$ cat config.mk
export PLATFORM = sky130hd
export DESIGN_NAME = lvds_deser7
export DESIGN_NICKNAME = d
export VERILOG_FILES = /design/src/rtl/lvds_deser7.sv
export SDC_FILE = /design/constraint.sdc
export NUM_CORES = 1
export LEC_CHECK = 0
export ABC_AREA = 1
export BUFFER_PORTS_ARGS = -buffer_cell sky130_fd_sc_hd__buf_4
export CAP_MARGIN = 15
export CORE_MARGIN = 10
export CORE_UTILIZATION = 53
export DETAILED_ROUTE_END_ITERATION = 7
export PLACE_DENSITY = 0.75
export SLEW_MARGIN = 20
export SYNTH_ARGS = -nofsm -noshare
export SYNTH_HDL_FRONTEND = slang
export SYNTH_SLANG_ARGS = --single-unit
$ cat constraint.sdc
create_clock -name clk_fast -period 4.5 [get_ports clk_fast]
set_clock_uncertainty 0.1 [all_clocks]
set_input_delay 0 -clock clk_fast [delete_from_list [all_inputs] [get_ports clk_fast]]
set_output_delay 0 -clock clk_fast [all_outputs]
set_load 0.005 [all_outputs]
$ cat src/rtl/lvds_deser7.sv
module lvds_deser7 #(
  parameter logic [6:0] SYNC_PAT = 7'b1100011
) (
  input  logic       clk_fast,
  input  logic       rst_n,
  input  logic [3:0] dat_rise,
  input  logic [3:0] dat_fall,
  input  logic       ck_rise,
  input  logic       ck_fall,
  output logic [7:0] pix_a,
  output logic [7:0] pix_b,
  output logic [7:0] pix_c,
  output logic       fval,
  output logic       lval,
  output logic       dval,
  output logic       spare,
  output logic       word_valid,
  output logic       word_odd,
  output logic       locked
);

  localparam int LANES = 4;
  localparam int GRP   = 7;
  localparam int WORD  = LANES * GRP;
  localparam int WIN   = GRP + 1;

  typedef enum logic [1:0] {HUNT, CONFIRM, TRACK} fsm_t;

  logic [WIN-1:0]  dsr [LANES];
  logic [WIN-1:0]  csr;
  logic [WORD-1:0] w_even, w_odd, w_sel, w_out;
  fsm_t            st;
  logic [1:0]      cnt;
  logic            nxt_odd;

  always_ff @(posedge clk_fast) begin
    if (!rst_n) csr <= '0;
    else        csr <= {csr[WIN-3:0], ck_rise, ck_fall};
  end

  for (genvar g = 0; g < LANES; g++) begin : g_lane
    always_ff @(posedge clk_fast) begin
      if (!rst_n) dsr[g] <= '0;
      else        dsr[g] <= {dsr[g][WIN-3:0], dat_rise[g], dat_fall[g]};
    end
    for (genvar i = 0; i < GRP; i++) begin : g_bit
      assign w_even[GRP*g+i] = dsr[g][GRP-1-i];
      assign w_odd[GRP*g+i]  = dsr[g][GRP-i];
    end
  end

  wire match_e   = (csr[GRP-1:0] == SYNC_PAT);
  wire match_o   = (csr[GRP:1]   == SYNC_PAT);
  wire boundary  = (st != HUNT) && (cnt == 2'd0);
  wire exp_match = nxt_odd ? match_o : match_e;
  assign w_sel   = nxt_odd ? w_odd : w_even;

  always_ff @(posedge clk_fast) begin
    if (!rst_n) begin
      st         <= HUNT;
      cnt        <= '0;
      nxt_odd    <= 1'b0;
      word_valid <= 1'b0;
      word_odd   <= 1'b0;
      locked     <= 1'b0;
      w_out      <= '0;
    end else begin
      word_valid <= 1'b0;
      if (st == HUNT) begin
        if (match_e) begin
          st      <= CONFIRM;
          nxt_odd <= 1'b1;
          cnt     <= 2'd3;
        end else if (match_o) begin
          st      <= CONFIRM;
          nxt_odd <= 1'b0;
          cnt     <= 2'd2;
        end
      end else if (boundary) begin
        if (exp_match) begin
          st         <= TRACK;
          nxt_odd    <= ~nxt_odd;
          cnt        <= nxt_odd ? 2'd2 : 2'd3;
          word_valid <= 1'b1;
          word_odd   <= nxt_odd;
          w_out      <= w_sel;
          locked     <= 1'b1;
        end else begin
          st     <= HUNT;
          locked <= 1'b0;
        end
      end else begin
        cnt <= cnt - 2'd1;
      end
    end
  end

  assign pix_a = w_out[7:0];
  assign pix_b = w_out[15:8];
  assign pix_c = w_out[23:16];
  assign fval  = w_out[24];
  assign lval  = w_out[25];
  assign dval  = w_out[26];
  assign spare = w_out[27];

endmodule

* Yosys cells after proc, flatten, opt, wreduce, memory -nomap -nowiden *
Memory sizes are Yosys's and may differ from the RTL's.
Index checks and enable logic that the tools add are counted.

word-level totals
  output and inout bits = 31
  input port bits = 12
  memory bits (writable) = 32
  register bits after elaboration = 44
  memories = 1

memories
  name  depth  width  read ports  clocked after Yosys merged registers in  write ports  RTL line  RTL
  dsr   4      8      4           0                                        4            29        logic [WIN-1:0] dsr [LANES];

operators by class
  bitwise gates (word level) = 8
  $add $sub $neg = 1
  equal/unequal tests = 4
  mux-type cells = 25
  reductions and logical operators = 12

operator list
  operator             number
  $mux 8               4
  $mux 28              1
  $mux 2               10
  $eq 7x7->1 const B   2
  $mux 1               10
  $reduce_and 2->1     3
  $reduce_and 3->1     2
  $reduce_bool 2->1    3
  $logic_not 2->1      2
  $not 1->1            4
  $or 1x1->1           4
  $ne 3x1->1 const B   1
  $ne 3x3->1 const B   1
  $reduce_or 3->1      1
  $sub 2x1->2 const B  1
  $logic_and 1x1->1    1

* Logic depth before layout (Yosys ltp) *
  depth in word-level cells = 5
  mapped depth = 11
  depth with buffers taken out = 9

* Worst setup path after synthesis *
No wires, ideal clock.

  kind = flip-flop to flip-flop
  start = register cnt[0]
  end = register w_out[18]
  path slack = 3.029 ns
  setup time = 0.116 ns
  arrival time = 1.256 ns
  stages on the path, launching flop included = 11
  clock period less this slack = 1.471 ns
  buffers on the path = 2
  required time = 4.284 ns
  cell sequence = dfxtp_1 -> inv_1 -> ha_1 -> inv_1 -> nor2_2 -> nand2_4 -> clkinv_2 -> buf_6 -> buf_12 -> nor2_2 -> nor2_1

on the way
  longest elaborated chain between the ends = 3

ends and longest elaborated chain
  item                        RTL line  RTL
  from (decl)                 33        logic [1:0] cnt;
  from (signal assigned)      83        cnt <= nxt_odd ? 2'd2 : 2'd3;
  from (signal assigned)      93        cnt <= cnt - 2'd1;
  $logic_not 2->1             54        wire boundary = (st != HUNT) && (cnt == 2'd0);
  $logic_and 1x1->1           54
  $reduce_and 3->1 (no line)  -
  to (signal assigned)        86        w_out <= w_sel;
  to (decl)                   31        logic [WORD-1:0] w_even, w_odd, w_sel, w_out;

Every way passes these cells.
A chain may end at the register's enable or synchronous reset.

* Final worst setup path *
  start = register nxt_odd
  end = register w_out[6]

on the way
  longest elaborated chain between the ends = 2

ends and longest elaborated chain
  item                        RTL line  RTL
  from (decl)                 34        logic nxt_odd;
  from (signal assigned)      82        nxt_odd <= ~nxt_odd;
  $mux 1                      55        wire exp_match = nxt_odd ? match_o : match_e;
  $reduce_and 3->1 (no line)  -

Several ways; a longest one is shown, not always the timed one.

==> results.txt <==
----------------------------------------------------
[Power and ir drop]
  Reported net switching power ... about 0.25 mW
  Internal ... about 1.0 mW
  Power share of the clock group ... 0.407
  Leakage component of the power ... 1.91 nW
  Largest vdd supply drop ... just under 0.2 mV
  Share of total power in sequential cells ... 0.555
  Fraction of power spent switching nets ... 0.202
  Power per standard cell area ... ~360 nW/um^2
  Portion of total power attributed to combinational logic ... 0.038

[Timing]
  Accumulated negative setup slack ... 0 ns
  Slew Limit Fails ... 0
  Minimum hold slack ... 0.0877 ns
  Period minus WS final ... 2.26 ns
  Worst-margin pin slew ... 0.905 ns
  Final Hold Vio Count ... 0
  RSZ-0062 raised after global routing ... no
  Peak clock frequency supported by timing ... 0.443 GHz
  Max-Slew Margin vs Limit ... 0.396
  Number of failing setup endpoints in the final timing report ... 0
  Minimum setup slack in the final design ... between 2 and 2.5 ns
  Period utilisation layout ... 0.501

[Synth]
  Library cell with the largest summed area after synthesis ... sky130_fd_sc_hd__dfxtp_1
  Synthesized flop and latch total ... 76
  Post-synthesis cell type count ... 22
  Portion of synthesized cell area occupied by the leading cell type ... 0.523
  Post-synth EDFFs ... 0
  Number of nets in the synthesized netlist ... ~420
  Fraction of registers with async set or reset after synthesis ... 0
  Cell types with the highest counts after synthesis ... sky130_fd_sc_hd__nand2_1 (140), sky130_fd_sc_hd__dfxtp_1 (76), sky130_fd_sc_hd__nor2_1 (54), sky130_fd_sc_hd__inv_1 (51), sky130_fd_sc_hd__o21ai_0 (20)
  Yosys warning count ... 0
  Avg Inst Size Synth ... ~7 sq um
  Synthesized netlist cell count ... between 400 and 500
  Post-synthesis instance area ... 2910 sq um
  Dominant register cell in the synthesized netlist ... sky130_fd_sc_hd__dfxtp_1
  Post-synthesis sequential area ratio ... 0.523
  Largest cells by area after synthesis ... sky130_fd_sc_hd__dfxtp_1 (52%), sky130_fd_sc_hd__nand2_1 (18%), sky130_fd_sc_hd__nor2_1 (7.0%)
  Cell with the most instances after synthesis ... sky130_fd_sc_hd__nand2_1

[Clock tree]
  Setup fix buffers added after clock tree synthesis ... 0
  Clock slew at the register clock pins of the worst setup and hold paths ... about 0.070 ns
  Sinks on Clock Net ... 76
  CTS tree ... done
  Number of buffers created by CTS ... 9
  Clock latency of the later-clocked register in the worst-skew pair ... approximately 0.33 ns
  H-tree depth ... 3
  Clk root buf ... sky130_fd_sc_hd__clkbuf_8
  Maximum clock path buffer count ... 2

[Finish]
  Net total in the final layout ... between 400 and 500
  Antenna cells ... 0
  Area growth syn-to-layout ... 20.7%
  Reg area ... approximately 1500 sq um
  Multi-input logic area ... between 1000 and 1500 sq um
  Layout filler cell count ... roughly 450
  Fraction of layout cells with a size suffix above 1 ... 0.159

[Detailed routing]
  Via density per instance ... ~4.6
  Wirelength per Cell ... between 10 and 15 um
  First-pass detailed-route iteration total ... 4
  Overall via count from detail_route ... ~2,400
  Total Wirelength ... 5.42 mm
  Detail Route Antenna Nets ... 0
  Number of remaining DRC errors ... 0
  Drt first-iter violations ... 101

[Status]
  Status ... finished clean

[Worst setup path]
  Crit path max fanout ... 33
  Arrival @ worst endpoint ... ~2.4 ns
  Crit path required time ... ~4.6 ns
  Crit Path Category ... reg -> reg
  Capturing element type of the critical path ... register
  CP Launch Type ... register

[Global routing]
  Gr ovfl total ... 0
  Overall fraction of global-route tracks in use ... 0.129
  Wire length of the first global-routing pass ... between 9 and 10 mm
  Number of antenna violations at the first check in global routing ... 0
  Largest net degree at the start of global routing ... 76
  Number of global-route vias before repair ... 2,289

[Floorplanning]
  Chip width ... 94.1 um
  Standard-cell row count ... 26
  Initial Utilization ... 0.558
  Core Area ... around 5200 sq um
  Die H ... around 94 um
  Die area ... slightly below 9000 sq um
  Total I/O pin count ... 43

[Run]
  Max-Cap Viols ... 0

[Placed design]
  Routability cong. ... approximately 0.75
  Placed wire-length estimate ... 3.57 mm
  Setup slack after placement ... 2.23 ns
  # port buffers ... 42

[Min path]
  Class of the tightest hold or removal check ... in -> reg

----------------------------------------------------
-- what timing repair did --
item / in CTS / in global routing
resized for setup: 0 / 0
hold buffers: 10 / 0
hold endpoints to repair: 10 / 0
-- per-layer routing --
layer / global-route usage / part of all wire
met1: 0.134 / 0.44
met2: 0.232 / 0.49
met3: 0.0528 / 0.061
met4: 0.0418 / 0.0072
met5: 0 / 0
-- cell families (layout without fill, tap and decap cells) --
| kind of cell | Yosys count | count (layout) | synth area share |
|---|---|---|---|
| DFF | 76 | 76 | 0.523 |
| adders and majority gates | 1 | 1 | 0.00430 |
| buffers and inverters | 72 | 121 | 0.104 |
| AOI/OAI and AO/OA | 36 | 36 | 0.0646 |
| and+or+nand+nor | 218 | 218 | 0.304 |
-- layout make-up --
class | instances | area share
sequential | 76 | 0.434
multi-input combinational | 255 | 0.309
timing repair buffer | 53 | 0.121
inverter | 52 | 0.0560
clock buffer | 15 | 0.0474
tap | 70 | 0.0250
clock inverter | 1 | 0.00856
-- path summary, 6_finish.rpt --
path | from | cells after the start | to | slack, ns
worst max-delay path | nxt_odd$_SDFFE_PN0P_ | 7 | w_out[6]$_SDFFE_PN0P_ | 2.24
worst min register to register | csr[4]$_SDFF_PN0_ | 2 | csr[6]$_SDFF_PN0_ | 0.33
worst min-delay path | rst_n | 3 | dsr[0][2]$_SDFF_PN0_ | 0.09
worst max register to register | nxt_odd$_SDFFE_PN0P_ | 7 | w_out[6]$_SDFFE_PN0P_ | 2.24
-- power by group through the flow --
stage | Sequential (mW) | Combinational [mW] | Clock (mW)
after floorplan | 0.706 | 0.0287 | 0
after global placement | 0.708 | 0.0399 | 0
after detailed placement | 0.708 | 0.0405 | 0
after CTS | 0.693 | 0.0476 | 0.520
after global routing | 0.693 | 0.0555 | 0.547
final | 0.693 | 0.0473 | 0.507
-- state kept, by name, summed over array words and instances (netlist names) --
name and flops:
csr 8, dsr 32, cnt 2, st 2, word_odd 1, word_valid 1
locked 1, w_out 28, nxt_odd 1
-- worst max-delay path: stages (launching register included) --
cell and delay (ns):
sky130_fd_sc_hd__dfxtp_1 0.32, sky130_fd_sc_hd__inv_1 0.39, sky130_fd_sc_hd__nand3_2 0.26, sky130_fd_sc_hd__nand2_2 0.08, sky130_fd_sc_hd__nand2_4 0.25, sky130_fd_sc_hd__clkinv_2 0.44, sky130_fd_sc_hd__nor2_1 0.22, sky130_fd_sc_hd__nor2_1 0.07
-- layout by cell type (no fill, tap or decap), drive strengths merged --
cell type | Yosys | final
a21oi | 4 | 4
buf | 7 | 43
bufinv | 0 | 1
clkbuf | 13 | 15
clkinv | 1 | 1
dfxtp | 76 | 76
dlygate4sd3 | 0 | 10
ha | 1 | 1
inv | 51 | 51
nand2 | 142 | 142
nand3 | 8 | 8
nor2 | 66 | 66
nor3 | 1 | 1
nor3b | 1 | 1
o211ai | 2 | 2
o21ai | 29 | 29
o31ai | 1 | 1
-- through the flow --
| step | std cells | cell area [sq um] | total power [mW] | util |
|---|---|---|---|---|
| final | 522 | 3510 | 1.25 | 0.674 |
| after CTS | 522 | 3510 | 1.26 | 0.674 |
| after global placement | 496 | 3210 | 0.748 | 0.617 |
| after detailed placement | 496 | 3210 | 0.749 | 0.617 |
| after floorplan | 403 | 2910 | 0.735 | - |
| after global routing | 522 | 3510 | 1.30 | 0.674 |
Power figures use the tool's default switching activity.
